### src/rtl/lpcs_pkg.sv
package lpcs_pkg;
    typedef enum logic [1:0] {
        K_MRD  = 2'b00,
        K_MWR  = 2'b01,
        K_IORD = 2'b10,
        K_IOWR = 2'b11
    } cyc_kind_e;

    typedef enum logic [1:0] {
        M_FULL  = 2'd0,
        M_TAIL  = 2'd1,
        M_TIMED = 2'd2
    } rd_mode_e;

    localparam logic [2:0] MDIV_4   = 3'd2;
    localparam logic [2:0] MDIV_6   = 3'd3;
    localparam logic [2:0] MDIV_8   = 3'd4;
    localparam logic [2:0] SDIV_MAX = 3'd4;
endpackage

### src/rtl/lpcs_mode_sel.sv
module lpcs_mode_sel
    import lpcs_pkg::*;
(
    input  cyc_kind_e  kind,
    input  logic       tail_en,
    input  logic       timed_en,
    input  logic       src_slow,
    input  logic [2:0] main_div,
    input  logic [2:0] slow_div,
    output rd_mode_e   mode
);
    logic tail_ok;
    logic timed_ok;

    always_comb begin
        tail_ok  = tail_en && !src_slow &&
                   (main_div == MDIV_4 || main_div == MDIV_6 || main_div == MDIV_8);
        timed_ok = timed_en && src_slow && (slow_div <= SDIV_MAX);
        if (kind != K_MRD) begin
            mode = M_FULL;
        end else if (tail_ok) begin
            mode = M_TAIL;
        end else if (timed_ok) begin
            mode = M_TIMED;
        end else begin
            mode = M_FULL;
        end
    end
endmodule

### src/rtl/lpcs_pulse_timer.sv
module lpcs_pulse_timer #(
    parameter int PLEN_W = 8
) (
    input  logic              clk,
    input  logic              rst_n,
    input  logic              start,
    input  logic              step,
    input  logic [PLEN_W-1:0] plen_in,
    output logic              done_nx,
    output logic              end_nx
);
    localparam logic [PLEN_W-1:0] CNT_MAX = {PLEN_W{1'b1}};
    localparam logic [PLEN_W-1:0] ONE     = {{(PLEN_W-1){1'b0}}, 1'b1};

    typedef struct packed {
        logic [PLEN_W-1:0] cnt;
        logic [PLEN_W-1:0] plen;
        logic              done;
    } tmr_t;

    tmr_t tm_d, tm_q;

    always_comb begin
        tm_d = tm_q;
        if (start) begin
            tm_d.cnt  = ONE;
            tm_d.plen = (plen_in == '0) ? ONE : plen_in;
            tm_d.done = 1'b0;
        end else if (step) begin
            tm_d.done = tm_q.done || (tm_q.cnt >= tm_q.plen);
            if (tm_q.cnt != CNT_MAX) begin
                tm_d.cnt = tm_q.cnt + ONE;
            end
        end
        done_nx = tm_d.done;
        end_nx  = (tm_d.cnt >= tm_d.plen);
    end

    always_ff @(posedge clk or negedge rst_n) begin
        if (!rst_n) begin
            tm_q <= '{cnt: '0, plen: ONE, done: 1'b1};
        end else begin
            tm_q <= tm_d;
        end
    end

    assert_done_sticky_R6: assert property (@(posedge clk) disable iff (!rst_n)
        (tm_q.done && !start) |=> tm_q.done);
endmodule

### src/rtl/lpcs_shaper.sv
module lpcs_shaper
    import lpcs_pkg::*;
#(
    parameter int PLEN_W = 8
) (
    input  logic              clk,
    input  logic              rst_n,
    input  logic              cyc_start,
    input  logic              cyc_last,
    input  logic [1:0]        cyc_kind,
    input  logic              tail_en,
    input  logic              timed_en,
    input  logic              src_slow,
    input  logic [2:0]        main_div,
    input  logic [2:0]        slow_div,
    input  logic [PLEN_W-1:0] pulse_len,
    output logic              mem_cs_n,
    output logic              mem_oe_n,
    output logic              mem_we_n,
    output logic              io_stb_n,
    output logic              rd_latch
);
    typedef struct packed {
        logic      active;
        logic      last;
        cyc_kind_e kind;
        rd_mode_e  mode;
        logic      cs_n;
        logic      oe_n;
        logic      we_n;
        logic      io_n;
        logic      dle;
    } st_t;

    localparam st_t ST_IDLE = '{active: 1'b0, last: 1'b0, kind: K_MRD, mode: M_FULL,
                               cs_n: 1'b1, oe_n: 1'b1, we_n: 1'b1, io_n: 1'b1, dle: 1'b0};

    st_t      st_d, st_q;
    rd_mode_e mode_pick;
    logic     tmr_step;
    logic     tmr_done_nx;
    logic     tmr_end_nx;
    logic     rd_nx;
    logic     win_nx;

    lpcs_mode_sel u_mode (
        .kind     (cyc_kind_e'(cyc_kind)),
        .tail_en  (tail_en),
        .timed_en (timed_en),
        .src_slow (src_slow),
        .main_div (main_div),
        .slow_div (slow_div),
        .mode     (mode_pick)
    );

    assign tmr_step = st_q.active && !st_q.last && !cyc_start;

    lpcs_pulse_timer #(.PLEN_W(PLEN_W)) u_timer (
        .clk     (clk),
        .rst_n   (rst_n),
        .start   (cyc_start),
        .step    (tmr_step),
        .plen_in (pulse_len),
        .done_nx (tmr_done_nx),
        .end_nx  (tmr_end_nx)
    );

    always_comb begin
        st_d = st_q;
        if (cyc_start) begin
            st_d.active = 1'b1;
            st_d.kind   = cyc_kind_e'(cyc_kind);
            st_d.mode   = mode_pick;
            st_d.last   = cyc_last;
        end else if (st_q.active && !st_q.last) begin
            st_d.last   = cyc_last;
        end else begin
            st_d.active = 1'b0;
            st_d.last   = 1'b0;
        end

        rd_nx = st_d.active && (st_d.kind == K_MRD);
        unique case (st_d.mode)
            M_TAIL:  win_nx = st_d.last;
            M_TIMED: win_nx = !tmr_done_nx;
            default: win_nx = 1'b1;
        endcase

        st_d.we_n = !(st_d.active && st_d.kind == K_MWR);
        st_d.io_n = !(st_d.active && (st_d.kind == K_IORD || st_d.kind == K_IOWR));
        st_d.oe_n = !(rd_nx && win_nx);
        st_d.cs_n = st_d.oe_n && st_d.we_n;
        if (st_d.mode == M_TIMED) begin
            st_d.dle = rd_nx && win_nx && (tmr_end_nx || st_d.last);
        end else begin
            st_d.dle = rd_nx && st_d.last;
        end
    end

    always_ff @(posedge clk or negedge rst_n) begin
        if (!rst_n) begin
            st_q <= ST_IDLE;
        end else begin
            st_q <= st_d;
        end
    end

    assign mem_cs_n = st_q.cs_n;
    assign mem_oe_n = st_q.oe_n;
    assign mem_we_n = st_q.we_n;
    assign io_stb_n = st_q.io_n;
    assign rd_latch = st_q.dle;

    assert_write_no_oe_R7: assert property (@(posedge clk) disable iff (!rst_n)
        !mem_we_n |-> (!mem_cs_n && mem_oe_n && !rd_latch));

    assert_io_isolated_R8: assert property (@(posedge clk) disable iff (!rst_n)
        !io_stb_n |-> (mem_cs_n && mem_oe_n && mem_we_n && !rd_latch));

    assert_latch_in_window_R2: assert property (@(posedge clk) disable iff (!rst_n)
        rd_latch |-> (!mem_cs_n && !mem_oe_n));

    assert_tail_final_only_R4: assert property (@(posedge clk) disable iff (!rst_n)
        (st_q.active && st_q.mode == M_TAIL && !mem_oe_n) |-> $past(cyc_last));

    assert_timed_release_R6: assert property (@(posedge clk) disable iff (!rst_n)
        (rd_latch && st_q.mode == M_TIMED && !cyc_start) |=> mem_cs_n);
endmodule

### config.mk
export PLATFORM = sky130hd
export DESIGN_NAME = lpcs_shaper
export DESIGN_NICKNAME = d
export VERILOG_FILES = /design/src/rtl/lpcs_pkg.sv /design/src/rtl/lpcs_mode_sel.sv /design/src/rtl/lpcs_pulse_timer.sv /design/src/rtl/lpcs_shaper.sv
export SDC_FILE = /design/constraint.sdc
export NUM_CORES = 1
export LEC_CHECK = 0
export ABC_AREA = 1
export BUFFER_PORTS_ARGS = -buffer_cell sky130_fd_sc_hd__buf_2
export CORE_UTILIZATION = 56
export CTS_CLUSTER_SIZE = 8
export DETAILED_ROUTE_END_ITERATION = 7
export PLACE_DENSITY = 0.81
export SYNTH_ARGS = -nofsm -noshare
export SYNTH_HDL_FRONTEND = slang
export SYNTH_HIERARCHICAL = 1
export SYNTH_SLANG_ARGS = --single-unit
### constraint.sdc
create_clock -name clk -period 3.4 [get_ports clk]
set_clock_uncertainty 0.1 [all_clocks]
set_input_delay 0.34 -clock clk [delete_from_list [all_inputs] [get_ports clk]]
set_output_delay 0.34 -clock clk [all_outputs]
set_load 0.03 [all_outputs]
==> impl_metrics.py, run 1 <==
metrics = {
    "route": {
        "post_drt_wl_per_cell_um": 11.5,
        "drtIter0Drc": 43,
        "via_per_inst": 4.91,
        "wl_um": 3560,
        "drc": 0,
        "ant_nets": 0,
        "firstDrtPassIters": 4,
        "via_count": 1522,
    },
    "final_layout": {
        "drive_above_1_share": 0.248,
        "n_antenna_cell": 0,
        "fin_util": 0.667,
        "syn_to_final_growth_pct": 12.5,
        "num-nets-final": 309,
    },
    "clocking": {
        "cts-root-buf": "clkbuf_4",
        "cts_tree": "yes",
        "cts_made_buffers": 3,
        "numClockSinks": 28,
        "clk_pin_slew_ps": 150,
        "clockBufferDepth": 2,
        "ctsHoldBuffers": 1,
        "cts_resized": 0,
        "post-cts-setup-buffers": 0,
        "htree_num_levels": 1,
        "clk_latency_ps": 320,
    },
    "power_and_ir_drop": {
        "ir_drop_v": 0.000256,
        "power_density_mw_per_mm2": 331,
        "p_leak_uw": 0.00114,
    },
    "placed_design": {
        "gp_congestion": 0.805,
        "dp_hpwl_um": 2860,
        "portBuffers": 27,
    },
    "floorplanning": {
        "initial_core_util": 0.593,
        "num_rows": 20,
        "die_area_mm2": 0.00349,
        "dieWidth_um": 59.1,
        "num_io_pins": 28,
        "die_h_um": 59.1,
        "coreArea_mm2": 0.00308,
    },
    "status": {
        "outcome": "finished clean",
    },
    "logic_synthesis": {
        "yosys_warnings": 6,
        "synthMuxAreaShare": 0,
        "yosysTopAreaCellShare": 0.301,
        "yosys_most_used_dff": "dfrtp_1",
        "synthTopCellsByArea": "dfrtp_1, ha_1, inv_1, nand2_1, dfstp_2",
        "synth_top_family_by_area": "simple AND/OR/NAND/NOR gates",
        "syn_area_mm2": 0.00183,
        "avgSynthCellArea_um2": 7.74,
        "async_flop_share": 1.00,
        "ys_types": 28,
        "yosysSeqAreaShare": 0.388,
        "synth_compound_area_frac": 0.103,
        "ys_ff_latch": 28,
        "syn_inst": 236,
        "yosys-top-cells-count": "inv_1, nand2_1, dfrtp_1",
        "synthAdderAreaFrac": 0.130,
        "syn_nets": 278,
        "yosys.area.top_type": "dfrtp_1",
        "synth_edf_count": 0,
        "yosysMostFrequentCell": "inv_1",
        "synthXorXnorAreaFrac": 0.00479,
        "synthSimpleGateAreaFrac": 0.259,
    },
    "hold_path": {
        "min_path_type": "input pin to flip-flop",
    },
    "setup_path": {
        "critical_path_required_ps": 3570,
        "crit_fanout": 9,
        "crit_type": "flip-flop to flip-flop",
        "start_kind": "flip-flop",
        "end_kind": "flip-flop",
        "crit_arrival_ps": 2930,
    },
    "sta": {
        "fmax_mhz": 363,
        "slew_headroom": 0.594,
        "min_period_over_period": 0.811,
        "fin_setup_tns_ps": 0,
        "finalMaxSlewViolations": 0,
        "min_period_ps": 2760,
        "final-hold-violation-count": 0,
        "rsz0062_at_grt": "no",
        "setup_viol": 0,
        "worst_pin_slew_ps": 610,
    },
    "global_routing": {
        "track_usage": 0.246,
        "grt_overflow": 0,
        "grt_antenna_before_repair": 0,
        "grt_pass1_vias": 1522,
        "grt_max_degree": 29,
        "grt_pass1_wl_um": 6420,
    },
    "run": {
        "max_cap_violations": 0,
    },
}
-- sequential cells by signal, summed over array words and instances, names as in the netlist --
signal and flops:
u_timer/tm_q 17, rd_latch 1, mem_we_n 1, st_q 6
mem_cs_n 1, mem_oe_n 1, io_stb_n 1
-- routing by layer --
metal | routed length (µm) | GRT usage | up-vias
met5 | 0 | 0 | -
met4 | 16 | 0.0646 | 0
met3 | 82 | 0.0437 | 2
met2 | 1880 | 0.453 | 26
met1 | 1580 | 0.293 | 700
li1 | - | - | 794
-- area by class of cell --
cell class	instances	area [µm²]
Multi-Input combinational cell	152	907
Timing Repair Buffer	28	145
Inverter	54	203
Tap cell	44	55.1
Clock buffer	4	36.3
Fill cell	281	1020
Sequential cell	28	708
-- power by group --
part           switching, µW  internal [µW]
Combinational           94.6           53.8
Clock                   97.3           65.5
Sequential              10.0            359
Total                    202            478
-- kinds of logic (layout without fill, tap and decap cells) --
group / Yosys count / in the layout
AND/OR/NAND/NOR: 100 / 100
buffers and inverters: 56 / 86
adder cells (fa/ha/maj): 19 / 19
XOR/XNOR: 1 / 1
AO/OA/AOI/OAI: 32 / 32
flip-flops: 28 / 28
-- worst paths after layout --
check	from	slack (ps)	cells after the start	to
worst max-delay path	u_timer/tm_q[10]$_DFF_PN0_	640	18	rd_latch$_DFF_PN0_
max in group asynchronous	rst_n	2370	2	u_timer/tm_q[11]$_DFF_PN0_
worst min-delay path	pulse_len[4]	160	4	u_timer/tm_q[1]$_DFF_PN1_
min in group asynchronous	rst_n	430	2	st_q[7]$_DFF_PN0_
worst max register to register	u_timer/tm_q[10]$_DFF_PN0_	640	18	rd_latch$_DFF_PN0_
worst min register to register	u_timer/tm_q[0]$_DFF_PN1_	400	2	u_timer/tm_q[0]$_DFF_PN1_
-- critical path: stages, from the launching register on --
cell and delay (ps):
dfrtp_1 460, ha_1 230, nand2_1 120, inv_2 50
nand2_2 130, nor2_4 50, nor2_4 210, nand3_1 100
nand2_1 70, a21oi_1 60, ha_1 300, nand2_1 60
nor3_1 210, nand4_1 130, o2111ai_1 110, inv_1 70
nand2_1 60, nand2_1 50, o21bai_2 120
-- metrics by stage --
step / hold WS, ps / cells / area, µm² / setup slack (ps) / power (µW)
after floorplan: -55.6 / 236 / 1830 / 1030 / 473
after global placement: 285 / 305 / 2010 / 800 / 518
after detailed placement: 283 / 305 / 2010 / 740 / 523
after CTS: 150 / 310 / 2050 / 684 / 686
after global routing: 153 / 310 / 2050 / 380 / 726
final: 157 / 310 / 2050 / 644 / 680
-- cell usage in the layout (no fill, tap or decap), types with 3 or more instances in the layout --
| cell | synthesis | routed |
|---|---|---|
| nand2_2 | 7 | 7 |
| nor2_2 | 4 | 4 |
| dfrtp_1 | 22 | 22 |
| nor3_1 | 4 | 4 |
| or2_2 | 7 | 7 |
| nand3_1 | 10 | 10 |
| buf_2 | 1 | 27 |
| o21a_1 | 3 | 3 |
| o21ai_0 | 12 | 12 |
| nand2_1 | 43 | 43 |
| inv_1 | 49 | 49 |
| ha_1 | 19 | 19 |
| clkbuf_4 | 0 | 3 |
| a21oi_1 | 10 | 10 |
| inv_2 | 5 | 5 |
| nor2_1 | 17 | 17 |
| dfstp_2 | 6 | 6 |
No activity file was read; power rests on OpenSTA's default activity.
==> run 2: changes to the inputs <==
==> constraint.sdc (replaced) <==
create_clock -name clk -period 2.6 [get_ports clk]
set_clock_uncertainty 0.1 [all_clocks]
set_input_delay 0.26 -clock clk [delete_from_list [all_inputs] [get_ports clk]]
set_output_delay 0.26 -clock clk [all_outputs]
set_load 0.03 [all_outputs]
==> run 2 against run 1 <==
Against the previous run:
- highest routed layer unchanged
- flip-flop and latch count stayed put
- core utilization is 5.1 points higher
- combinational power is 51% higher
- critical path depth stayed put
- largest cell class unchanged
==> impl_metrics.py, run 2 (synthesis results as in run 1) <==
metrics = {
    "route": {
        "via_per_inst": 5.06,
        "via_count": 1629,
        "drtIter0Drc": 40,
        "ant_nets": 0,
        "wl_um": 3830,
        "firstDrtPassIters": 4,
        "post_drt_wl_per_cell_um": 11.9,
        "drc": 0,
    },
    "global_routing": {
        "grt_pass1_vias": 1492,
        "grt_pass1_wl_um": 6290,
        "grt_antenna_before_repair": 0,
        "grt_overflow": 0,
        "track_usage": 0.242,
        "grt_max_degree": 29,
    },
    "clocking": {
        "htree_num_levels": 1,
        "numClockSinks": 28,
        "clk_latency_ps": 330,
        "clockBufferDepth": 2,
        "cts_tree": "yes",
        "cts-root-buf": "clkbuf_4",
        "cts_made_buffers": 3,
        "clk_pin_slew_ps": 160,
    },
    "floorplanning": {
        "num_io_pins": 28,
        "initial_core_util": 0.593,
        "die_area_mm2": 0.00349,
        "dieWidth_um": 59.1,
        "coreArea_mm2": 0.00308,
        "die_h_um": 59.1,
        "num_rows": 20,
    },
    "sta": {
        "worst_pin_slew_ps": 618,
        "fin_ws_ps": 59.4,
        "final-hold-violation-count": 0,
        "min_period_ps": 2540,
        "finalMaxSlewViolations": 0,
        "min_period_over_period": 0.977,
        "rsz0062_at_grt": "yes",
        "fmax_mhz": 394,
        "slew_headroom": 0.588,
        "fin_setup_tns_ps": 0,
        "setup_viol": 0,
        "holdWs_ps": 55.7,
    },
    "hold_path": {
        "min_path_type": "input pin to flip-flop",
    },
    "final_layout": {
        "syn_to_final_growth_pct": 21.1,
        "final_cell_mix": "inv_1, nand2_1, buf_2",
        "num-nets-final": 321,
        "largestRegisters": "u_timer/tm_q: 17 flops, st_q: 6 flops",
        "largest-register": "u_timer/tm_q",
        "fin_cells": 322,
        "final_common_cell": "inv_1",
        "largest_reg_flops": 17,
        "drive_above_1_share": 0.317,
        "fin_util": 0.719,
        "n_antenna_cell": 0,
    },
    "placed_design": {
        "gp_congestion": 0.808,
        "portBuffers": 27,
        "dp_hpwl_um": 2870,
        "place_inst": 312,
        "placement.setup.worst_slack_ps": -39.8,
    },
    "power_and_ir_drop": {
        "ir_drop_v": 0.000310,
        "p_leak_uw": 0.00121,
        "power_density_mw_per_mm2": 450,
    },
    "setup_path": {
        "critical_path_required_ps": 2780,
        "path_cells": "ha_2, nand2_2, inv_2, nand2_2, nor2_4, nor2_4, nand3_2, nand2_2, a21oi_2, ha_1, nand2_1, nor3_2, nand4_1, o2111ai_1, inv_1, nand2_1, nand2_1, o21bai_2",
        "cpMaxStageDelayCell": "dfrtp_1",
        "slowest_delay_ps": 420,
        "start_kind": "flip-flop",
        "crit_fanout": 7,
        "crit_arrival_ps": 2720,
        "crit_type": "flip-flop to flip-flop",
        "end_kind": "flip-flop",
    },
    "status": {
        "outcome": "finished clean",
    },
    "run": {
        "max_cap_violations": 0,
    },
}
## run 2: routing by layer
| layer | GRT usage | share of wire | vias to the layer above |
|---|---|---|---|
| met4 | 0.105 | 0.015 | 0 |
| met2 | 0.420 | 0.51 | 41 |
| met1 | 0.303 | 0.44 | 766 |
| li1 | - | - | 816 |
| met3 | 0.0284 | 0.031 | 6 |
| met5 | 0 | 0 | - |
## run 2: layout make-up
class	instances	area, µm²
Timing Repair Buffer	40	239
Tap cell	44	55.1
Clock buffer	3	22.5
Clock inverter	1	30.0
Fill cell	266	866
Inverter	54	203
Sequential cell	28	708
Multi-Input combinational cell	152	955
## run 2: worst max-delay path, delay by kind of cell, from the launching register on
family          cells  cell delay [ps]
flops               1              420
compound gates      3              220
buf+inv             2               90
simple gates       11             1130
fa+ha+maj           2              510
## run 2: metrics by stage
step | total power, µW | instance area, µm²
floorplan | 619 | 1830
global placement | 688 | 2060
detailed placement | 692 | 2060
CTS | 987 | 2130
global route | 1060 | 2210
finish | 996 | 2210
## run 2: final timing paths
path / cells past startpoint / slack, ps / startpoint / endpoint
min in group asynchronous: 2 / 350 / rst_n / st_q[10]$_DFF_PN0_
max in group asynchronous: 2 / 1650 / rst_n / u_timer/tm_q[9]$_DFF_PN0_
worst max-delay path: 18 / 60 / u_timer/tm_q[10]$_DFF_PN0_ / rd_latch$_DFF_PN0_
worst min-delay path: 4 / 60 / pulse_len[6] / u_timer/tm_q[1]$_DFF_PN1_
worst max register to register: 18 / 60 / u_timer/tm_q[10]$_DFF_PN0_ / rd_latch$_DFF_PN0_
worst min register to register: 2 / 410 / u_timer/tm_q[0]$_DFF_PN1_ / u_timer/tm_q[0]$_DFF_PN1_
## run 2: power breakdown
group / leakage, µW / internal (µW) / switching [µW]
Clock: 0.0000279 / 156 / 136
Sequential: 0.000331 / 469 / 11.9
Combinational: 0.000853 / 88.0 / 135
Total: 0.00121 / 713 / 283
## run 2: timing repair
action / in CTS / in global routing
pin swaps: 0 / 14
hold buffers: 1 / 0
resized for setup: 2 / 11
setup buffers: 0 / 5
gates cloned: 0 / 0
setup endpoints to repair: 1 / 1
endpoints found under the hold margin: 22 / 0
==> run 3: changes to the inputs <==
--- a/config.mk
+++ b/config.mk
@@ -10,6 +10,7 @@
 export CORE_UTILIZATION = 56
 export CTS_CLUSTER_SIZE = 8
 export DETAILED_ROUTE_END_ITERATION = 7
+export GPL_TIMING_DRIVEN = 0
 export PLACE_DENSITY = 0.81
 export SYNTH_ARGS = -nofsm -noshare
 export SYNTH_HDL_FRONTEND = slang
==> constraint.sdc (replaced) <==
create_clock -name clk -period 2.6 [get_ports clk]
set_clock_uncertainty 0.1 [all_clocks]
set_input_delay 0.13 -clock clk [delete_from_list [all_inputs] [get_ports clk]]
set_output_delay 0.13 -clock clk [all_outputs]
set_load 0.03 [all_outputs]
==> run 3 against run 2 <==
Against the previous run:
- global-route usage rose by 0.13 points
- power fell by 6.5%
- first-iteration DRC count fell by 23%
- sequential share of layout area fell by 0.62 points
- flip-flop and latch count did not move
==> impl_metrics.py, run 3 (synthesis results as in run 1) <==
metrics = {
    "final_layout": {
        "largestRegisters": "u_timer/tm_q: 17 flops, st_q: 6 flops",
        "num-nets-final": 327,
        "syn_to_final_growth_pct": 23.5,
        "n_antenna_cell": 0,
        "final_cell_mix": "inv_1, nand2_1, buf_2",
        "final_common_cell": "inv_1",
        "final_area_mm2": 0.00226,
        "largest_reg_flops": 17,
        "largest-register": "u_timer/tm_q",
        "drive_above_1_share": 0.327,
        "fin_cells": 328,
    },
    "sta": {
        "holdWs_ps": 65.2,
        "fmax_mhz": 386,
        "finalMaxSlewViolations": 0,
        "fin_setup_tns_ps": 0,
        "setup_viol": 0,
        "slew_headroom": 0.597,
        "final-hold-violation-count": 0,
        "worst_pin_slew_ps": 604,
        "min_period_ps": 2590,
        "min_period_over_period": 0.996,
        "rsz0062_at_grt": "yes",
    },
    "status": {
        "outcome": "finished clean",
    },
    "setup_path": {
        "rr_startpoint": "u_timer/tm_q[10]$_DFF_PN0_",
        "crit_fanout": 5,
        "end_kind": "flip-flop",
        "start_kind": "flip-flop",
        "crit_type": "flip-flop to flip-flop",
        "rrSetupSlack_ps": 10,
        "r2r_cells": 20,
        "crit_arrival_ps": 2710,
        "reg2reg_to": "rd_latch$_DFF_PN0_",
        "critical_path_required_ps": 2720,
    },
    "floorplanning": {
        "num_io_pins": 28,
        "die_area_mm2": 0.00349,
        "num_rows": 20,
        "die_h_um": 59.1,
        "dieWidth_um": 59.1,
        "initial_core_util": 0.593,
        "coreArea_mm2": 0.00308,
    },
    "power_and_ir_drop": {
        "power_uw": 931,
        "clock_power_share": 0.222,
        "p_int_uw": 655,
        "power_density_mw_per_mm2": 413,
        "pwr-share-comb": 0.262,
        "p_leak_uw": 0.00125,
        "power.switching_uw": 277,
        "ir_drop_v": 0.000333,
        "switching_share": 0.297,
        "pwr-share-seq": 0.516,
    },
    "global_routing": {
        "grt_pass1_vias": 1586,
        "grt_max_degree": 29,
        "track_usage": 0.243,
        "grt_pass1_wl_um": 6400,
        "grt_overflow": 0,
        "grt_antenna_before_repair": 0,
    },
    "route": {
        "ant_nets": 0,
        "firstDrtPassIters": 4,
        "drc": 0,
        "post_drt_wl_per_cell_um": 11.8,
        "wl_um": 3890,
        "via_count": 1642,
        "via_per_inst": 5.01,
        "drtIter0Drc": 31,
    },
    "placed_design": {
        "place_area_mm2": 0.00202,
        "place_inst": 307,
        "portBuffers": 27,
        "dp_hpwl_um": 2730,
        "gp_congestion": 0.886,
    },
    "clocking": {
        "clk_latency_ps": 320,
        "clockBufferDepth": 2,
        "cts-root-buf": "clkbuf_4",
        "numClockSinks": 28,
        "cts_made_buffers": 3,
        "clk_pin_slew_ps": 140,
        "cts_tree": "yes",
        "htree_num_levels": 1,
    },
    "hold_path": {
        "whs_path_depth": 5,
        "hp-start": "cyc_kind[0]",
        "min_path_type": "input pin to flip-flop",
        "holdPathEnd": "st_q[7]$_DFF_PN0_",
    },
    "run": {
        "max_cap_violations": 0,
    },
}
==> run 3: changes by cell type in the layout (fill, tap and decap cells not counted), sizes merged <==
cell | previous run | this run
dlygate4sd3 | 1 | 4
buf | 39 | 41
clkbuf | 3 | 5
bufinv | 1 | 0
==> run 3: area by class of cell <==
| class | instances | area, µm² |
|---|---|---|
| buffer | 2 | 8.76 |
| tap | 44 | 55.1 |
| inverter | 54 | 203 |
| clock buffer | 4 | 36.3 |
| sequential | 28 | 708 |
| multi-input combinational | 152 | 968 |
| timing repair buffer | 44 | 277 |
| fill | 244 | 822 |
==> run 3: routing by layer <==
metal  GRT usage  routed length [µm]  up-vias
met4      0.0646                  70        0
met1       0.287                1650      768
met3      0.0262                 155        7
met2       0.464                2000       38
li1            -                   -      829
met5           0                   0        -
==> run 3: worst max-delay path by stage <==
stage / from / endpoint / cells past startpoint
final: u_timer/tm_q[10]$_DFF_PN0_ / rd_latch$_DFF_PN0_ / 20
after global routing: st_q[9]$_DFF_PN0_ / rd_latch$_DFF_PN0_ / 20
after CTS: st_q[9]$_DFF_PN0_ / rd_latch$_DFF_PN0_ / 18
after detailed placement: st_q[9]$_DFF_PN0_ / rd_latch$_DFF_PN0_ / 18
after global placement: st_q[9]$_DFF_PN0_ / rd_latch$_DFF_PN0_ / 18
after floorplan: st_q[9]$_DFF_PN0_ / rd_latch$_DFF_PN0_ / 18
==> run 3: critical path, cell delays in order (launching register included) <==
cell and delay [ps]:
dfrtp_1 430, ha_2 210, nand2_2 80, inv_2 40, nand2_4 90, nor2_4 40
nor2_4 150, buf_4 140, nand2_2 40, nand2_1 70, inv_2 40, nor2_2 170
ha_4 230, a21oi_2 170, o21ai_2 80, nand2_1 70, o2111ai_1 100, inv_1 70
nand2_1 40, nand2_1 70, o21bai_2 60
==> run 3: power by group through the flow <==
stage	Clock (µW)	Combinational (µW)	Sequential, µW
5_1_grt	234	273	484
3_3_place_gp	0	189	489
4_1_cts	217	219	480
3_5_place_dp	0	195	490
6_report	206	244	481
2_1_floorplan	0	118	501
==> run 3: repair_timing <==
action / CTS / global route
buffers inserted: 5 / 8
setup endpoints to repair: 1 / 1
endpoints found under the hold margin: 24 / 0
hold buffers: 4 / 0
gates resized for setup: 10 / 10
pin swaps: 2 / 12
==> run 3: per-stage QoR <==
stage | util | setup WS (ps)
6_report | 0.733 | 10.6
5_1_grt | 0.733 | -146
4_1_cts | 0.700 | 2.96
3_5_place_dp | 0.655 | -85.7
3_3_place_gp | 0.655 | -49.6
2_1_floorplan | - | 227
